===== src/rtl/fcaf_pkg.sv =====
package fcaf_pkg;
    localparam int ID_W    = 11;
    localparam int CTRL_W  = 3;
    localparam int DLC_W   = 4;
    localparam int ENTRY_W = 16;
    localparam int WORD_W  = 32;
    localparam int DATA_W  = 64;

    localparam logic [1:0] SEM_READ  = 2'b00;
    localparam logic [1:0] SEM_WRITE = 2'b01;
    localparam logic [1:0] SEM_FRESH = 2'b11;

    typedef struct packed {
        logic [CTRL_W-1:0] ctrl;
        logic [ID_W-1:0]   id;
        logic              ext;
        logic              rtr;
        logic [DLC_W-1:0]  dlc;
        logic [DATA_W-1:0] data;
    } frame_t;

    typedef enum logic [2:0] {
        ST_IDLE,
        ST_HEAD,
        ST_LOW,
        ST_HIGH,
        ST_SEAL
    } wr_state_e;

    function automatic logic [WORD_W-1:0] head_word(input frame_t f, input logic [1:0] sem);
        logic [WORD_W-1:0] w;
        w        = '0;
        w[31]    = f.ext;
        w[30]    = f.rtr;
        w[25:24] = sem;
        w[22:16] = {3'b000, f.dlc};
        w[10:0]  = f.id;
        return w;
    endfunction

    function automatic logic entry_off(input logic [ENTRY_W-1:0] e);
        return e[12];
    endfunction

    function automatic logic [CTRL_W-1:0] entry_ctrl(input logic [ENTRY_W-1:0] e);
        return e[15:13];
    endfunction

    function automatic logic [ID_W-1:0] entry_id(input logic [ENTRY_W-1:0] e);
        return e[10:0];
    endfunction
endpackage


===== src/rtl/fcaf_lookup.sv =====
module fcaf_lookup
    import fcaf_pkg::*;
#(
    parameter int N_ENTRIES = 8,
    parameter int IDX_W     = 3
) (
    input  logic                clk,
    input  logic                rst,
    input  logic                tbl_we,
    input  logic [IDX_W-1:0]    tbl_addr,
    input  logic [ENTRY_W-1:0]  tbl_wdata,
    input  logic [CTRL_W-1:0]   q_ctrl,
    input  logic [ID_W-1:0]     q_id,
    output logic                hit,
    output logic [IDX_W-1:0]    hit_idx
);
    localparam logic [ENTRY_W-1:0] ENTRY_RESET = 16'h1000;

    logic [ENTRY_W-1:0]   ent [N_ENTRIES];
    logic [N_ENTRIES-1:0] match;

    for (genvar g = 0; g < N_ENTRIES; g++) begin : g_entry
        always_ff @(posedge clk) begin
            if (rst) begin
                ent[g] <= ENTRY_RESET;
            end else if (tbl_we && (int'(tbl_addr) == g)) begin
                ent[g] <= tbl_wdata;
            end
        end

        assign match[g] = !entry_off(ent[g])
                        && (entry_ctrl(ent[g]) == q_ctrl)
                        && (entry_id(ent[g]) == q_id);
    end

    always_comb begin
        hit     = 1'b0;
        hit_idx = '0;
        for (int i = N_ENTRIES - 1; i >= 0; i--) begin
            if (match[i]) begin
                hit     = 1'b1;
                hit_idx = IDX_W'(i);
            end
        end
    end
endmodule


===== src/rtl/fcaf_writer.sv =====
module fcaf_writer
    import fcaf_pkg::*;
#(
    parameter int IDX_W   = 3,
    parameter int WADDR_W = 5
) (
    input  logic                clk,
    input  logic                rst,
    input  logic                accept,
    input  logic                hit,
    input  logic [IDX_W-1:0]    hit_idx_in,
    input  frame_t              frame,
    output logic                busy,
    output logic                pass_pulse,
    output logic                stored_pulse,
    output logic [IDX_W-1:0]    stored_idx,
    output logic                we,
    output logic [WADDR_W-1:0]  waddr,
    output logic [WORD_W-1:0]   wdata
);
    wr_state_e           state;
    frame_t              held;
    logic [WADDR_W-1:0]  base;

    always_ff @(posedge clk) begin
        if (rst) begin
            state        <= ST_IDLE;
            held         <= '0;
            stored_idx   <= '0;
            pass_pulse   <= 1'b0;
            stored_pulse <= 1'b0;
        end else begin
            pass_pulse   <= 1'b0;
            stored_pulse <= 1'b0;
            case (state)
                ST_IDLE: begin
                    if (accept) begin
                        if (hit) begin
                            held         <= frame;
                            stored_idx   <= hit_idx_in;
                            stored_pulse <= 1'b1;
                            state        <= ST_HEAD;
                        end else begin
                            pass_pulse   <= 1'b1;
                        end
                    end
                end
                ST_HEAD: state <= ST_LOW;
                ST_LOW:  state <= ST_HIGH;
                ST_HIGH: state <= ST_SEAL;
                default: state <= ST_IDLE;
            endcase
        end
    end

    assign busy = (state != ST_IDLE);
    assign base = WADDR_W'(stored_idx) * WADDR_W'(3);

    always_comb begin
        we    = 1'b0;
        waddr = base;
        wdata = '0;
        case (state)
            ST_HEAD: begin
                we    = 1'b1;
                wdata = head_word(held, SEM_WRITE);
            end
            ST_LOW: begin
                we    = 1'b1;
                waddr = base + WADDR_W'(1);
                wdata = held.data[31:0];
            end
            ST_HIGH: begin
                we    = 1'b1;
                waddr = base + WADDR_W'(2);
                wdata = held.data[63:32];
            end
            ST_SEAL: begin
                we    = 1'b1;
                wdata = head_word(held, SEM_FRESH);
            end
            default: ;
        endcase
    end
endmodule


===== src/rtl/fcaf_objmem.sv =====
module fcaf_objmem
    import fcaf_pkg::*;
#(
    parameter int N_WORDS = 24,
    parameter int WADDR_W = 5
) (
    input  logic                clk,
    input  logic                rst,
    input  logic                we,
    input  logic [WADDR_W-1:0]  waddr,
    input  logic [WORD_W-1:0]   wdata,
    input  logic                clr_en,
    input  logic [WADDR_W-1:0]  clr_addr,
    input  logic [WADDR_W-1:0]  rd_addr,
    output logic [WORD_W-1:0]   rd_data
);
    logic [WORD_W-1:0] mem [N_WORDS];

    always_ff @(posedge clk) begin
        if (rst) begin
            for (int i = 0; i < N_WORDS; i++) begin
                mem[i] <= '0;
            end
            rd_data <= '0;
        end else begin
            if (we && (int'(waddr) < N_WORDS)) begin
                mem[waddr] <= wdata;
            end else if (clr_en && (int'(clr_addr) < N_WORDS)) begin
                mem[clr_addr][25:24] <= SEM_READ;
            end
            if (int'(rd_addr) < N_WORDS) begin
                rd_data <= mem[rd_addr];
            end else begin
                rd_data <= '0;
            end
        end
    end
endmodule


===== src/rtl/can_fullobj_store.sv =====
module can_fullobj_store
    import fcaf_pkg::*;
#(
    parameter int N_ENTRIES = 8,
    localparam int IDX_W    = $clog2(N_ENTRIES),
    localparam int N_WORDS  = 3 * N_ENTRIES,
    localparam int WADDR_W  = $clog2(N_WORDS)
) (
    input  logic                clk,
    input  logic                rst,
    input  logic                tbl_we,
    input  logic [IDX_W-1:0]    tbl_addr,
    input  logic [ENTRY_W-1:0]  tbl_wdata,
    input  logic                rx_valid,
    input  logic [CTRL_W-1:0]   rx_ctrl,
    input  logic [ID_W-1:0]     rx_id,
    input  logic                rx_ext,
    input  logic                rx_rtr,
    input  logic [DLC_W-1:0]    rx_dlc,
    input  logic [DATA_W-1:0]   rx_data,
    input  logic [WADDR_W-1:0]  cpu_rd_addr,
    output logic [WORD_W-1:0]   cpu_rd_data,
    input  logic                cpu_clr,
    input  logic [IDX_W-1:0]    cpu_clr_idx,
    output logic                busy,
    output logic                pass_pulse,
    output logic                stored_pulse,
    output logic [IDX_W-1:0]    hit_idx
);
    frame_t              frame;
    logic                lk_hit;
    logic [IDX_W-1:0]    lk_idx;
    logic                accept;
    logic                mem_we;
    logic [WADDR_W-1:0]  mem_waddr;
    logic [WORD_W-1:0]   mem_wdata;
    logic                clr_en;
    logic [WADDR_W-1:0]  clr_addr;

    assign frame  = '{ctrl: rx_ctrl, id: rx_id, ext: rx_ext, rtr: rx_rtr,
                      dlc: rx_dlc, data: rx_data};
    assign accept = rx_valid && !busy;
    assign clr_en = cpu_clr && !busy;
    assign clr_addr = WADDR_W'(cpu_clr_idx) * WADDR_W'(3);

    fcaf_lookup #(.N_ENTRIES(N_ENTRIES), .IDX_W(IDX_W)) u_lookup (
        .clk       (clk),
        .rst       (rst),
        .tbl_we    (tbl_we),
        .tbl_addr  (tbl_addr),
        .tbl_wdata (tbl_wdata),
        .q_ctrl    (rx_ctrl),
        .q_id      (rx_id),
        .hit       (lk_hit),
        .hit_idx   (lk_idx)
    );

    fcaf_writer #(.IDX_W(IDX_W), .WADDR_W(WADDR_W)) u_writer (
        .clk          (clk),
        .rst          (rst),
        .accept       (accept),
        .hit          (lk_hit),
        .hit_idx_in   (lk_idx),
        .frame        (frame),
        .busy         (busy),
        .pass_pulse   (pass_pulse),
        .stored_pulse (stored_pulse),
        .stored_idx   (hit_idx),
        .we           (mem_we),
        .waddr        (mem_waddr),
        .wdata        (mem_wdata)
    );

    fcaf_objmem #(.N_WORDS(N_WORDS), .WADDR_W(WADDR_W)) u_mem (
        .clk      (clk),
        .rst      (rst),
        .we       (mem_we),
        .waddr    (mem_waddr),
        .wdata    (mem_wdata),
        .clr_en   (clr_en),
        .clr_addr (clr_addr),
        .rd_addr  (cpu_rd_addr),
        .rd_data  (cpu_rd_data)
    );
endmodule


===== config.mk =====
export PLATFORM = sky130hd
export DESIGN_NAME = can_fullobj_store
export DESIGN_NICKNAME = d
export VERILOG_FILES = /design/src/rtl/fcaf_pkg.sv /design/src/rtl/fcaf_lookup.sv /design/src/rtl/fcaf_writer.sv /design/src/rtl/fcaf_objmem.sv /design/src/rtl/can_fullobj_store.sv
export SDC_FILE = /design/constraint.sdc
export NUM_CORES = 2
export LEC_CHECK = 0
export ABC_AREA = 0
export BUFFER_PORTS_ARGS = -buffer_cell sky130_fd_sc_hd__buf_4
export CORE_ASPECT_RATIO = 1.5
export CORE_MARGIN = 1
export CORE_UTILIZATION = 34
export CTS_CLUSTER_SIZE = 16
export DETAILED_ROUTE_END_ITERATION = 8
export PLACE_DENSITY = 0.53
export SLEW_MARGIN = 20
export SYNTH_ARGS = -nofsm -noshare
export SYNTH_HDL_FRONTEND = slang
export SYNTH_SLANG_ARGS = --single-unit

===== constraint.sdc =====
create_clock -name clk -period 4.6 [get_ports clk]
set_clock_uncertainty 0.2 [all_clocks]
set_input_delay 0.69 -clock clk [delete_from_list [all_inputs] [get_ports clk]]
set_output_delay 0.69 -clock clk [all_outputs]
set_load 0.02 [all_outputs]

* After elaboration in Yosys (flattened, before gate mapping)
Memories as Yosys holds them, arrays and structs flattened. A register that Yosys moved wholly into a read port is not among the register bits.
Index checks and enable logic that the tools add are counted.
** Storage, ports and cells
- Register bits :: 89
- Latch bits :: 0
- RAM bits :: 896
- ROM bits :: 0
- Input bits :: 116
- Word-level logic and storage cells :: 176
- Memories :: 2
** Operators by class
- Add/sub/neg operators :: 2
- Multipliers :: 2
- Divide/modulo/power cells :: 0
- Magnitude comparators :: 3
- Equal/unequal tests :: 29
- Shifts and indexed selects :: 0
- Muxes and demuxes :: 71
- Bitwise gates (word level) :: 11
- Reductions and logical operators :: 47
** Memory list
- u_mem.mem :: depth 24, bits a word 32, rd ports 1, clocked after Yosys merged registers in 1, write ports 24, line fcaf_objmem.sv:17 : logic [WORD_W-1:0] mem [N_WORDS];
- u_lookup.ent :: depth 8, bits a word 16, rd ports 8, clocked after Yosys merged registers in 0, write ports 8, line fcaf_lookup.sv:19 : logic [ENTRY_W-1:0] ent [N_ENTRIES];
** Operator list (number)
- $mux W16 :: 8
- $pmux W32 S4 :: 1
- $eq A11 B11 Y1 :: 8
- $mux W32 :: 2
- $reduce_or A32 Y1 :: 2
- $mux W1 :: 45
- $mux W3 :: 10
- $logic_and A1 B1 Y1 :: 28
- $eq A3 B3 Y1 :: 8
- $eq A3 B3 Y1 const B :: 5
- $lt A5 B5 Y1 const B :: 3
- $eq A3 B2 Y1 const B :: 4
- $pmux W3 S4 :: 1
- $mul A3 B2 Y5 const B :: 2
- $mux W5 :: 2
- $pmux W5 S2 :: 1
- $logic_not A1 Y1 :: 9
- $or A1 B1 Y1 :: 8
- $eq A3 B1 Y1 const B :: 2
- $logic_not A3 Y1 :: 2
- $add A5 B1 Y5 const B :: 1
- $add A5 B2 Y5 const B :: 1
- $ne A2 B2 Y1 const B :: 2
- $reduce_or A4 Y1 :: 1
- other kinds (7) :: 9

* Logic depth before layout (Yosys ltp)
An unclocked memory read counts as a cell.
- Depth in word-level cells :: 15
- Gate-level depth with buffers :: 13
- Gate-level depth less buffers :: 12

* By module
A second synthesis with hierarchy kept.
** Second synthesis, totals
- Cell total of the unflattened synthesis :: 3853
- Area total of the unflattened synthesis :: 55067.8 sq um
** Modules (own cells, without submodules)
- fcaf_objmem :: times used 1, cells an instance 2878, area an instance 44793.0 sq um, seq. area each 31390.1 sq um
- fcaf_lookup :: times used 1, cells an instance 456, area an instance 5975.7 sq um, seq. area each 3603.5 sq um
- fcaf_writer :: times used 1, cells an instance 509, area an instance 4217.8 sq um, seq. area each 1781.7 sq um
- can_fullobj_store :: times used 1, cells an instance 10, area an instance 81.3 sq um, seq. area each 0.0 sq um

* Least setup slack after synthesis
OpenSTA, ideal clock, no wires.
- Kind :: input-to-reg
- Start point :: input port cpu_clr_idx[0]
- End point :: memory u_mem.mem[19][0] (enable)
- Setup time :: 387 ps
- Data arrival time :: 3519 ps
- Data required time :: 4013 ps
- Slack :: 494 ps
- Cell stages on the path :: 10
- Buffers on the path :: 1
- Cell sequence :: ha_1 > fa_1 > xnor2_1 > o211ai_1 > a31o_2 > nand2_1 > nor2_1 > nand2_1 > buf_2 > nand2_1
** RTL lines
- start, declared :: line can_fullobj_store.sv:24 : input logic [IDX_W-1:0] cpu_clr_idx,
- end, declared :: line fcaf_objmem.sv:17

==> flow_metrics.env <==
export IMPL_status="finished clean"
export IMPL_maxSlewHeadroom=0.3077
export IMPL_final_cell_area_um2=51580
export IMPL_dominantRegCellSynth="edfxtp_1"
export IMPL_worst_pin_slew_ns=1.036
export IMPL_die_w_um=297.2
export IMPL_crit_start="u_writer.stored_idx[1]$_SDFFE_PP0P_"
export IMPL_ant_nets=0
export IMPL_cp_slowest_stage_delay_ns=0.51
export IMPL_rrSetupSlack_ns=0.69
export IMPL_rows=162
export IMPL_dp_hpwl_um=78570
export IMPL_initial_core_util=0.3427
export IMPL_antenna_found_initial=1
export IMPL_hold_violations=0
export IMPL_drt_total_wl_um=118400
export IMPL_reg2reg_depth=10
export IMPL_place_worst_setup_slack_ns=0.3650
export IMPL_r2r_start="u_writer.stored_idx[1]$_SDFFE_PP0P_"
export IMPL_dp_cells=4927
export IMPL_routedWlPerCell_um=22.99
export IMPL_port_buffers=152
export IMPL_num_fill_cells=12140
export IMPL_power_density_nw_per_um2=383.1
export IMPL_max_freq_mhz=255.8
export IMPL_post_cts_buffers=0
export IMPL_grt_ovfl_total=0
export IMPL_avgSynthCellArea_um2=13.82
export IMPL_end_kind="register"
export IMPL_synthArstFlopShare=0
export IMPL_ios=154
export IMPL_dr_first_iter_drc_count=1937
export IMPL_drc_errors=0
export IMPL_hold_class="input port to register"
export IMPL_clock_latency_ns=0.72
export IMPL_final_common_cell="edfxtp_1"
export IMPL_layout_cells_non_filler=5149
export IMPL_dieArea_um2=132200
export IMPL_p_comb_frac=0.069
export IMPL_p_sw_frac=0.2250
export IMPL_cts_resized_gates=0
export IMPL_power_total_mw=19.76
export IMPL_startpoint_type="register"
export IMPL_syn_num_nets=3343
export IMPL_fin_util=0.3976
export IMPL_yosys_warnings=0
export IMPL_tritoncts="yes"
export IMPL_core_area_um2=129700
export IMPL_grt_util_all_layers=0.1797
export IMPL_grt_start_max_net_pins=98
export IMPL_seqPwrFrac=0.524
export IMPL_grt_pass1_wl_um=176100
export IMPL_fin_crit_sh=0.8500
export IMPL_rsz0062_at_grt="no"
export IMPL_path_cells="ha_1, inv_1, fa_1, xor2_1, a2111o_1, xnor2_1, o221ai_2, nand2_1, nand3_1, o21ai_0"
export IMPL_final_min_clock_period_ns=3.910
export IMPL_h_tree_depth=3
export IMPL_synth_seq_area_share=0.6544
export IMPL_synthCells=3217
export IMPL_setup_viol=0
export IMPL_max_cap_viol_count=0
export IMPL_leakage_nw=17.20
export IMPL_intPower_mw=15.31
export IMPL_cp_slowest_cell="o21ai_0"
export IMPL_finalSetupTns_ns=0
export IMPL_switchingPower_mw=4.446
export IMPL_clockBufferDepth=3
export IMPL_viasPerCell=4.964
export IMPL_criticalPathCategory="register to register"
export IMPL_final_layout_size_suffix_gt1_frac=0.2198
export IMPL_arrival_ns=4.07
export IMPL_crit_end="u_mem.mem[4][24]$_SDFFCE_PN0P_"
export IMPL_syn_cell_area_um2=44450
export IMPL_cts_clk_slew_worst_paths_ns=0.07
export IMPL_power_frac_clock=0.407
export IMPL_area_growth_synth_to_final_pct=16.04
export IMPL_firstDrtPassIters=5
export IMPL_place_area_um2=47940
export IMPL_ys_ff_latch=1009
export IMPL_cts_sinks=1009
export IMPL_die_h_um=444.8
export IMPL_synth_edf_count=888
export IMPL_layout_setup_ws_ns=0.6900
export IMPL_cts_root_buf="clkbuf_16"
export IMPL_cts_buffers=97
export IMPL_crit_path_max_fanout=16
export IMPL_r2r_end="u_mem.mem[4][24]$_SDFFCE_PN0P_"
export IMPL_gp_congestion=0.7758
export IMPL_worstPathRequired_ns=4.76
export IMPL_nets=3469
export IMPL_holdWs_ns=0.05384
export IMPL_ys_types=57
export IMPL_final_cell_mix="edfxtp_1, nor2_1, buf_4"
export IMPL_vias=25560
export IMPL_maxSlewViolCount=0
export IMPL_vdd_drop_max_mv=0.3160
export IMPL_grt_pass1_vias=26690
## power by group through the flow
stage          Clock (mW)  Sequential [mW]  Combinational, mW
3_3_place_gp            0             10.5               1.36
4_1_cts              8.23             10.4               1.40
2_1_floorplan           0             10.5              0.769
6_report             8.04             10.4               1.37
5_1_grt              8.55             10.4               1.46
3_5_place_dp            0             10.6               1.37
## cell type report
class                           instances  area (um2)  area share
Timing Repair Buffer                  300        2789     0.05407
Sequential cell                      1009       29090      0.5639
Clock inverter                         51       494.2    0.009581
Antenna cell                            1       2.502  0.00004851
Clock buffer                          131        2686     0.05208
Inverter                               11       46.29   0.0008975
Tap cell                             1722        2155     0.04177
Multi-Input combinational cell       1924       14320      0.2776
## cells by family after synthesis
kind of cell,count (synthesis),synth area share
muxes,371,0.1483
AOI/OAI and AO/OA,128,0.01959
buffers and inverters,284,0.02871
DFF,1009,0.6544
xor gates and xnor gates,119,0.02345
adders and majority gates,10,0.003153
and+or+nand+nor,1296,0.1224
## synth_stat cells (all sizes together), types with 2 or more instances
| cell type | count | area share |
|---|---|---|
| nor4 | 15 | 0.0021 |
| and3 | 5 | 0.00070 |
| a21oi | 21 | 0.0024 |
| dfxtp | 121 | 0.054 |
| nand2 | 241 | 0.020 |
| xnor2 | 51 | 0.010 |
| fa | 2 | 0.00090 |
| or4 | 5 | 0.00084 |
| edfxtp | 888 | 0.60 |
| nand3b | 2 | 0.00034 |
| nor3b | 3 | 0.00051 |
| nor2b | 2 | 0.00028 |
| nand4 | 14 | 0.0020 |
| and2 | 115 | 0.016 |
| nor2 | 840 | 0.071 |
| o31ai | 2 | 0.00034 |
| a21o | 11 | 0.0019 |
| nor3 | 12 | 0.0016 |
| a22oi | 45 | 0.0076 |
| a31o | 4 | 0.00079 |
| o21ai | 32 | 0.0039 |
| buf | 67 | 0.010 |
| mux2 | 59 | 0.015 |
| xor2 | 68 | 0.013 |
| inv | 11 | 0.00093 |
| clkbuf | 206 | 0.017 |
| o2111a | 2 | 0.00051 |
| mux2i | 88 | 0.020 |
| and2b | 2 | 0.00034 |
| a211oi | 2 | 0.00034 |
| mux4 | 224 | 0.11 |
| or3 | 7 | 0.00099 |
| nand2b | 18 | 0.0029 |
| nand3 | 12 | 0.0014 |
| ha | 8 | 0.0023 |
## flip-flops by register name, summed over array words and instances, names as in the netlist
register and count:
u_lookup.ent 120, u_mem.mem 768, u_mem.rd_data 32, u_writer.held 81, u_writer.pass_pulse 1, u_writer.state 3
u_writer.stored_idx 3, u_writer.stored_pulse 1
## layer usage
layer	GRT usage	wire (um)
met5	0	0
met4	0.06816	3922
met3	0.02491	4932
met2	0.3318	63670
met1	0.2097	45850
## worst min path at each step
stage,startpoint,endpoint,depth (start not counted)
after floorplan,u_writer.held[32]$_SDFFE_PP0P_,u_writer.held[32]$_SDFFE_PP0P_,2
after global placement,u_writer.held[52]$_SDFFE_PP0P_,u_writer.held[52]$_SDFFE_PP0P_,2
after detailed placement,u_writer.held[48]$_SDFFE_PP0P_,u_writer.held[48]$_SDFFE_PP0P_,2
after CTS,rx_data[31],u_writer.held[31]$_SDFFE_PP0P_,3
after global routing,rx_data[31],u_writer.held[31]$_SDFFE_PP0P_,3
final,rx_data[31],u_writer.held[31]$_SDFFE_PP0P_,3
## critical path: cells and delay by family, from the launching register on
family / cells / cell delay [ns]
AO/OA/AOI/OAI: 3 / 1.22
AND/OR/NAND/NOR: 2 / 0.71
adder cells (fa/ha/maj): 2 / 0.58
flip-flops: 1 / 0.41
XOR/XNOR: 2 / 0.40
buffers and inverters: 1 / 0.06
## repair_timing
item | CTS | global route
hold buffers | 39 | 0
hold endpoints to repair | 39 | 0
endpoints found under the setup margin | 0 | 0
(Power assumes the default switching activity.)
